===== config.mk =====
export PLATFORM = sky130hd
export DESIGN_NAME = ovl_window_sel
export DESIGN_NICKNAME = d
export VERILOG_FILES = /design/src/rtl/ovl_pkg.sv /design/src/rtl/ovl_cfg_check.sv /design/src/rtl/ovl_cfg_regs.sv /design/src/rtl/ovl_pix_select.sv /design/src/rtl/ovl_window_sel.sv
export SDC_FILE = /design/constraint.sdc
export NUM_CORES = 1
export LEC_CHECK = 0
export BUFFER_PORTS_ARGS = -buffer_cell sky130_fd_sc_hd__clkbuf_2
export CORE_UTILIZATION = 40
export DETAILED_ROUTE_END_ITERATION = 10
export PLACE_DENSITY = 0.65
export SLEW_MARGIN = 30
export SYNTH_ARGS = -nofsm -noshare
export SYNTH_HDL_FRONTEND = slang
export SYNTH_SLANG_ARGS = --single-unit

===== constraint.sdc =====
create_clock -name clk -period 5.56 [get_ports clk]
set_input_delay 1.112 -clock clk [delete_from_list [all_inputs] [get_ports clk]]
set_output_delay 1.112 -clock clk [all_outputs]
set_load 0.02 [all_outputs]

===== src/rtl/ovl_pkg.sv =====
// Package: shared widths, format codes, window record and the per-format
// alignment masks used by the overlay placement block.
// Assumes: the placement word layout is fixed at 10-bit coordinates.
package ovl_pkg;
    localparam int unsigned COORD_W = 10;
    localparam int unsigned SIZE_W  = COORD_W + 1;
    localparam int unsigned FMT_W   = 3;
    localparam int unsigned Y_LSB   = 0;
    localparam int unsigned X_LSB   = COORD_W;
    localparam int unsigned F_LSB   = 2 * COORD_W;

    typedef enum logic [FMT_W-1:0] {
        FMT_RGB       = 3'd0,
        FMT_YUV444_PK = 3'd1,
        FMT_YUV444_PL = 3'd2,
        FMT_YUV422_PL = 3'd3,
        FMT_YUV420_PL = 3'd4
    } ovl_fmt_e;

    typedef struct packed {
        logic               en;
        logic               above;
        logic [COORD_W-1:0] x0;
        logic [COORD_W-1:0] y0;
        logic [SIZE_W-1:0]  w;
        logic [SIZE_W-1:0]  h;
    } win_t;

    typedef struct packed {
        logic bounds;
        logic len;
        logic xalign;
        logic fmt;
    } err_t;

    // Low-bit mask a start column must clear to sit on a 32-bit word.
    function automatic logic [3:0] start_mask(input logic [FMT_W-1:0] code);
        case (code)
            FMT_RGB, FMT_YUV422_PL:        start_mask = 4'd1;
            FMT_YUV444_PK, FMT_YUV444_PL:  start_mask = 4'd3;
            FMT_YUV420_PL:                 start_mask = 4'd7;
            default:                       start_mask = 4'd0;
        endcase
    endfunction

    // Low-bit mask a width must clear so the narrowest plane fills whole words.
    function automatic logic [3:0] len_mask(input logic [FMT_W-1:0] code);
        case (code)
            FMT_RGB:                       len_mask = 4'd1;
            FMT_YUV444_PK, FMT_YUV444_PL:  len_mask = 4'd3;
            FMT_YUV422_PL:                 len_mask = 4'd7;
            FMT_YUV420_PL:                 len_mask = 4'd15;
            default:                       len_mask = 4'd0;
        endcase
    endfunction
endpackage


===== src/rtl/ovl_cfg_check.sv =====
// Module: decodes a placement word into a candidate window and evaluates
// the format, start alignment, line length and bounds checks.
// Assumes: purely combinational; the caller registers the result.
module ovl_cfg_check
    import ovl_pkg::*;
(
    input  logic [31:0]       place,
    input  logic [SIZE_W-1:0] width,
    input  logic [SIZE_W-1:0] height,
    input  logic              above,
    input  logic              enable,
    input  logic [SIZE_W-1:0] base_w,
    input  logic [SIZE_W-1:0] base_h,
    output win_t              cand,
    output err_t              err
);
    logic [FMT_W-1:0]   code;
    logic               fmt_bad;
    logic [SIZE_W:0]    x_end;
    logic [SIZE_W:0]    y_end;

    // Field extraction and candidate window assembly.
    always_comb begin
        code       = place[F_LSB +: FMT_W];
        fmt_bad    = (code > FMT_YUV420_PL);
        cand.en    = enable;
        cand.above = above;
        cand.x0    = place[X_LSB +: COORD_W];
        cand.y0    = place[Y_LSB +: COORD_W];
        cand.w     = width;
        cand.h     = height;
    end

    // Validity checks, alignment ones only for a known format.
    always_comb begin
        x_end      = {2'b00, cand.x0} + {1'b0, width};
        y_end      = {2'b00, cand.y0} + {1'b0, height};
        err.fmt    = fmt_bad;
        err.xalign = !fmt_bad && |(cand.x0[3:0] & start_mask(code));
        err.len    = !fmt_bad && |(width[3:0] & len_mask(code));
        err.bounds = (x_end > {1'b0, base_w}) || (y_end > {1'b0, base_h}) ||
                     (width == '0) || (height == '0);
    end
endmodule


===== src/rtl/ovl_cfg_regs.sv =====
// Module: holds the pending and live windows and the sticky reject flags.
// Assumes: cfg_wr and frame_start are single-cycle strobes; a pending
// window moves to live on frame_start, a later accepted write re-arms it.
module ovl_cfg_regs
    import ovl_pkg::*;
(
    input  logic clk,
    input  logic rst_n,
    input  logic cfg_wr,
    input  win_t cand,
    input  err_t err_in,
    input  logic frame_start,
    output win_t live,
    output err_t err_flags
);
    win_t pend;
    logic pend_vld;

    // Pending capture, frame-boundary promotion and sticky error update.
    always_ff @(posedge clk) begin
        if (!rst_n) begin
            pend      <= '0;
            pend_vld  <= 1'b0;
            live      <= '0;
            err_flags <= '0;
        end else begin
            if (frame_start && pend_vld) begin
                live     <= pend;
                pend_vld <= 1'b0;
            end
            if (cfg_wr) begin
                err_flags <= err_in;
                if (err_in == '0) begin
                    pend     <= cand;
                    pend_vld <= 1'b1;
                end
            end
        end
    end

    assert_err_sticky_R6: assert property (@(posedge clk) disable iff (!rst_n)
        !cfg_wr |=> $stable(err_flags));
    assert_reject_keeps_pend_R6: assert property (@(posedge clk) disable iff (!rst_n)
        (cfg_wr && (err_in != '0)) |=> $stable(pend));
    assert_live_frame_only_R7: assert property (@(posedge clk) disable iff (!rst_n)
        !frame_start |=> $stable(live));
endmodule


===== src/rtl/ovl_pix_select.sv =====
// Module: compares the scanned pixel with the live window and registers
// the hit, the overlay select and the delayed valid strobe.
// Assumes: coordinates are meaningful only while pix_valid_in is high.
module ovl_pix_select
    import ovl_pkg::*;
(
    input  logic               clk,
    input  logic               rst_n,
    input  win_t               live,
    input  logic               pix_valid_in,
    input  logic [COORD_W-1:0] pix_x,
    input  logic [COORD_W-1:0] pix_y,
    input  logic               pix_base_clear,
    output logic               pix_valid_out,
    output logic               in_window,
    output logic               sel_overlay
);
    logic            hit;
    logic [SIZE_W:0] x_lim;
    logic [SIZE_W:0] y_lim;

    // Window membership test on the current pixel.
    always_comb begin
        x_lim = {2'b00, live.x0} + {1'b0, live.w};
        y_lim = {2'b00, live.y0} + {1'b0, live.h};
        hit   = pix_valid_in && live.en &&
                (pix_x >= live.x0) && ({2'b00, pix_x} < x_lim) &&
                (pix_y >= live.y0) && ({2'b00, pix_y} < y_lim);
    end

    // One-cycle output stage for valid, hit and select.
    always_ff @(posedge clk) begin
        if (!rst_n) begin
            pix_valid_out <= 1'b0;
            in_window     <= 1'b0;
            sel_overlay   <= 1'b0;
        end else begin
            pix_valid_out <= pix_valid_in;
            in_window     <= hit;
            sel_overlay   <= hit && (live.above || pix_base_clear);
        end
    end

    assert_valid_delay_R10: assert property (@(posedge clk) disable iff (!rst_n)
        pix_valid_in |=> pix_valid_out);
    assert_idle_delay_R10: assert property (@(posedge clk) disable iff (!rst_n)
        !pix_valid_in |=> !pix_valid_out);
    assert_sel_in_window_R9: assert property (@(posedge clk) disable iff (!rst_n)
        sel_overlay |-> in_window);
    assert_hit_needs_valid_R8: assert property (@(posedge clk) disable iff (!rst_n)
        in_window |-> pix_valid_out);
endmodule


===== src/rtl/ovl_window_sel.sv =====
// Module: top of the overlay placement and select block; checks window
// writes, applies them at frame start and selects overlay or base per pixel.
// Assumes: base plane size is held stable while configuration is written.
module ovl_window_sel
    import ovl_pkg::*;
(
    input  logic               clk,
    input  logic               rst_n,
    input  logic               cfg_wr,
    input  logic [31:0]        cfg_place,
    input  logic [SIZE_W-1:0]  cfg_width,
    input  logic [SIZE_W-1:0]  cfg_height,
    input  logic               cfg_above,
    input  logic               cfg_enable,
    input  logic [SIZE_W-1:0]  base_width,
    input  logic [SIZE_W-1:0]  base_height,
    input  logic               frame_start,
    input  logic               pix_valid_in,
    input  logic [COORD_W-1:0] pix_x,
    input  logic [COORD_W-1:0] pix_y,
    input  logic               pix_base_clear,
    output logic               pix_valid_out,
    output logic               in_window,
    output logic               sel_overlay,
    output logic [3:0]         cfg_err
);
    win_t cand;
    win_t live;
    err_t chk_err;
    err_t err_q;

    ovl_cfg_check u_check (
        .place  (cfg_place),
        .width  (cfg_width),
        .height (cfg_height),
        .above  (cfg_above),
        .enable (cfg_enable),
        .base_w (base_width),
        .base_h (base_height),
        .cand   (cand),
        .err    (chk_err)
    );

    ovl_cfg_regs u_regs (
        .clk         (clk),
        .rst_n       (rst_n),
        .cfg_wr      (cfg_wr),
        .cand        (cand),
        .err_in      (chk_err),
        .frame_start (frame_start),
        .live        (live),
        .err_flags   (err_q)
    );

    ovl_pix_select u_sel (
        .clk            (clk),
        .rst_n          (rst_n),
        .live           (live),
        .pix_valid_in   (pix_valid_in),
        .pix_x          (pix_x),
        .pix_y          (pix_y),
        .pix_base_clear (pix_base_clear),
        .pix_valid_out  (pix_valid_out),
        .in_window      (in_window),
        .sel_overlay    (sel_overlay)
    );

    assign cfg_err = err_q;

    assert_live_fits_base_R5: assert property (@(posedge clk) disable iff (!rst_n)
        live.en |-> (({2'b00, live.x0} + {1'b0, live.w}) <= {1'b0, base_width}));
endmodule


==> results.py <==
metrics = {
    "run_status": {
        "outcome": "complete, no violations",
    },
    "routing": {
        "via_per_inst": 4.864,
        "num_vias": 5526,
        "ant_nets": 0,
        "drc": 0,
        "drt-pass1-iter-count": 4,
        "wl_per_cell_um": 12.67,
        "drt_iter0_markers": 263,
        "wl_um": 14400,
    },
    "grt": {
        "grt-ovfl-total": 0,
        "antenna_found_initial": 0,
        "grt_first_pass_wirelength_um": 24840,
        "grt_usage_pct": 17.35,
        "grt_pass1_vias": 5278,
        "grt_max_degree": 71,
    },
    "clock_tree": {
        "hold_buffers": 0,
        "clk_path_buf_depth": 2,
        "cts_htree_levels": 3,
        "cts_buffers": 9,
        "clock_latency_ns": 0.34,
        "cts_setup_buffers": 0,
        "path_clk_slew_ns": 0.07,
        "cts.sinks": 96,
        "cts-root-buf": "clkbuf_16",
        "cts_tree": "built",
        "cts_resized": 0,
    },
    "setup_path": {
        "cp_max_fo": 45,
        "reg2reg_depth": 12,
        "required_ns": 5.83,
        "critPathKind": "input pin to flop",
        "cp-end-kind": "flop",
        "start_kind": "input pin",
        "cp.arrival_ns": 5.03,
    },
    "pwr": {
        "p_clk_share_pct": 41.4,
        "p_comb_share_pct": 18.1,
        "p_leak_nw": 3.603,
        "internal_power_mw": 1.289,
        "total_power_mw": 1.721,
        "seq_power_share_pct": 40.5,
        "power_density_nw_per_um2": 221.5,
        "ir_drop_mv": 0.1834,
        "power.switching_mw": 0.4315,
        "switching_share_pct": 25.08,
    },
    "sta": {
        "slew_viol_final": 0,
        "max_slew_margin_pct": 46.50,
        "rsz0062_at_grt": "no",
        "hold-worst-slack_ns": 0.4597,
        "post-route-min-period_ns": 4.763,
        "fmax_mhz": 209.9,
        "hold_viol": 0,
        "setup_viol": 0,
        "tns_ns": 0,
        "worst_slew_pin_slew_ns": 0.7942,
        "worst_slack_ns": 0.7969,
        "timing.final.crit_share_pct": 85.67,
        "worst_clock_skew_ns": 0.007459,
    },
    "logic_synthesis": {
        "synth_ff_type": "dfxtp_1",
        "syn_nets": 1033,
        "synth_edf_count": 0,
        "synth.avg_cell_area_um2": 8.232,
        "synth_warnings": 0,
        "synthCells": 825,
        "ys_types": 54,
        "ys_ff_latch": 96,
        "syn_area_um2": 6792,
        "async_flop_share_pct": 0,
        "ys_seq_area_share_pct": 28.30,
    },
    "placed_design": {
        "dp.cells": 1120,
        "place_hpwl_um": 11310,
        "portBuffers": 101,
        "gp_congestion": 0.8562,
        "place_area_um2": 7420,
        "place_ws_ns": 0.4556,
    },
    "worst_hold_path": {
        "holdPathStages": 2,
        "hp-class": "flop to flop",
    },
    "floorplanning": {
        "rows": 47,
        "dieArea_um2": 17500,
        "die_w_um": 132.3,
        "initial_core_util_pct": 40.95,
        "die_h_um": 132.3,
        "core_area_um2": 16580,
        "io-pin-count": 111,
    },
    "final_layout": {
        "drive_gt1_share_pct": 14.19,
        "multiInputGateArea_um2": 4497,
        "regArea_um2": 1922,
        "nets": 1119,
        "final_area_um2": 7766,
        "diodes": 0,
        "n_fill_cell": 1724,
        "fin_util_pct": 46.83,
        "syn_to_final_growth_pct": 14.35,
        "final_cells": 1136,
    },
    "run": {
        "cap_violations": 0,
    },
}
path summary, 6_finish.rpt:
kind / slack [ns] / from / end
worst max-delay path: 0.80 / cfg_place[10] / u_regs.pend[7]
worst min-delay path: 0.46 / u_regs.pend[31] / u_regs.pend[31]
worst max register to register: 2.18 / u_regs.live[23] / u_sel.sel_overlay
worst min register to register: 0.46 / u_regs.pend[31] / u_regs.pend[31]
area by class of cell:
class / instances / share of cell area [%]
Multi-Input combinational cell: 649 / 57.90
Sequential cell: 96 / 24.75
Timing Repair Buffer: 105 / 6.928
Tap cell: 220 / 3.544
Clock buffer: 11 / 3.126
Inverter: 50 / 2.417
Clock inverter: 5 / 1.337
routing by layer:
layer | track usage [%] | vias to the layer above | wire length (um)
li1 | - | 3047 | -
met1 | 25.45 | 2372 | 7855
met2 | 25.16 | 90 | 5744
met3 | 3.383 | 17 | 519
met4 | 5.747 | 0 | 276
met5 | 0 | - | 0
cells in the mapped netlist (7+ instances only):
| cell type | count | area [um2] |
|---|---|---|
| a211oi_1 | 7 | 52.55 |
| a21boi_0 | 50 | 375.4 |
| a21o_1 | 12 | 90.09 |
| a21oi_1 | 44 | 220.2 |
| clkbuf_1 | 25 | 93.84 |
| dfxtp_1 | 96 | 1922 |
| ha_1 | 100 | 1251 |
| inv_1 | 50 | 187.7 |
| mux2i_1 | 42 | 420.4 |
| nand2_1 | 188 | 705.7 |
| nand2b_1 | 9 | 56.30 |
| nand3_1 | 12 | 60.06 |
| nor2_1 | 36 | 135.1 |
| nor3_1 | 15 | 75.07 |
| nor4_1 | 7 | 43.79 |
| o21a_1 | 11 | 82.58 |
| o21ai_0 | 22 | 110.1 |
| xnor2_1 | 16 | 140.1 |
| xor2_1 | 15 | 131.4 |
state kept, by name, indices dropped and copies added, names as in the netlist:
name,count
u_regs.pend_vld,1
u_regs.err_flags,4
u_regs.pend,44
u_sel.in_window,1
u_sel.sel_overlay,1
u_regs.live,44
u_sel.pix_valid_out,1
power groups by stage:
stage	sequential, mW	clock, mW	combinational [mW]
after floorplan	0.715	0	0.214
after global placement	0.712	0	0.309
after detailed placement	0.712	0	0.312
after CTS	0.696	0.729	0.315
after global routing	0.697	0.758	0.359
final	0.696	0.712	0.312
layout by cell type (no fill, tap or decap), drive strengths merged, types with 4 or more instances in the layout:
| cell | instances |
|---|---|
| ha | 100 |
| nand3 | 12 |
| fa | 4 |
| and3 | 5 |
| inv | 50 |
| buf | 5 |
| nand2 | 188 |
| nor3 | 15 |
| nand4 | 4 |
| o2111ai | 5 |
| a21oi | 44 |
| o21a | 11 |
| o21ai | 22 |
| nor2b | 5 |
| clkbuf | 111 |
| a211oi | 7 |
| mux2i | 42 |
| a21o | 13 |
| nand2b | 9 |
| xnor2 | 16 |
| nor4 | 7 |
| dfxtp | 96 |
| xor2 | 15 |
| a21boi | 51 |
| nor2 | 36 |
critical path: stages:
cell and delay (ns):
clkbuf_2 0.10, ha_1 0.21, fa_1 0.40, a21o_1 0.17, a21oi_1 0.21, o21bai_1 0.11, a2111o_1 0.43, nand2_1 0.08
xnor2_1 0.08, ha_1 0.30, nand3_1 0.12, or2_2 0.31, a21oi_1 0.14, o31a_1 0.20, a41oi_2 0.05, nand4_1 0.12
buf_4 0.60, mux2i_1 0.27
kinds of logic after synthesis:
| logic type | after synthesis | share of synthesized area (%) |
|---|---|---|
| mux | 42 | 6.190 |
| flops | 96 | 28.30 |
| xor+xnor | 31 | 3.998 |
| buf+inv | 80 | 5.490 |
| simple gates | 293 | 18.44 |
| fa+ha+maj | 104 | 19.60 |
| compound gates | 179 | 17.98 |
Power figures use the tool's default switching activity.
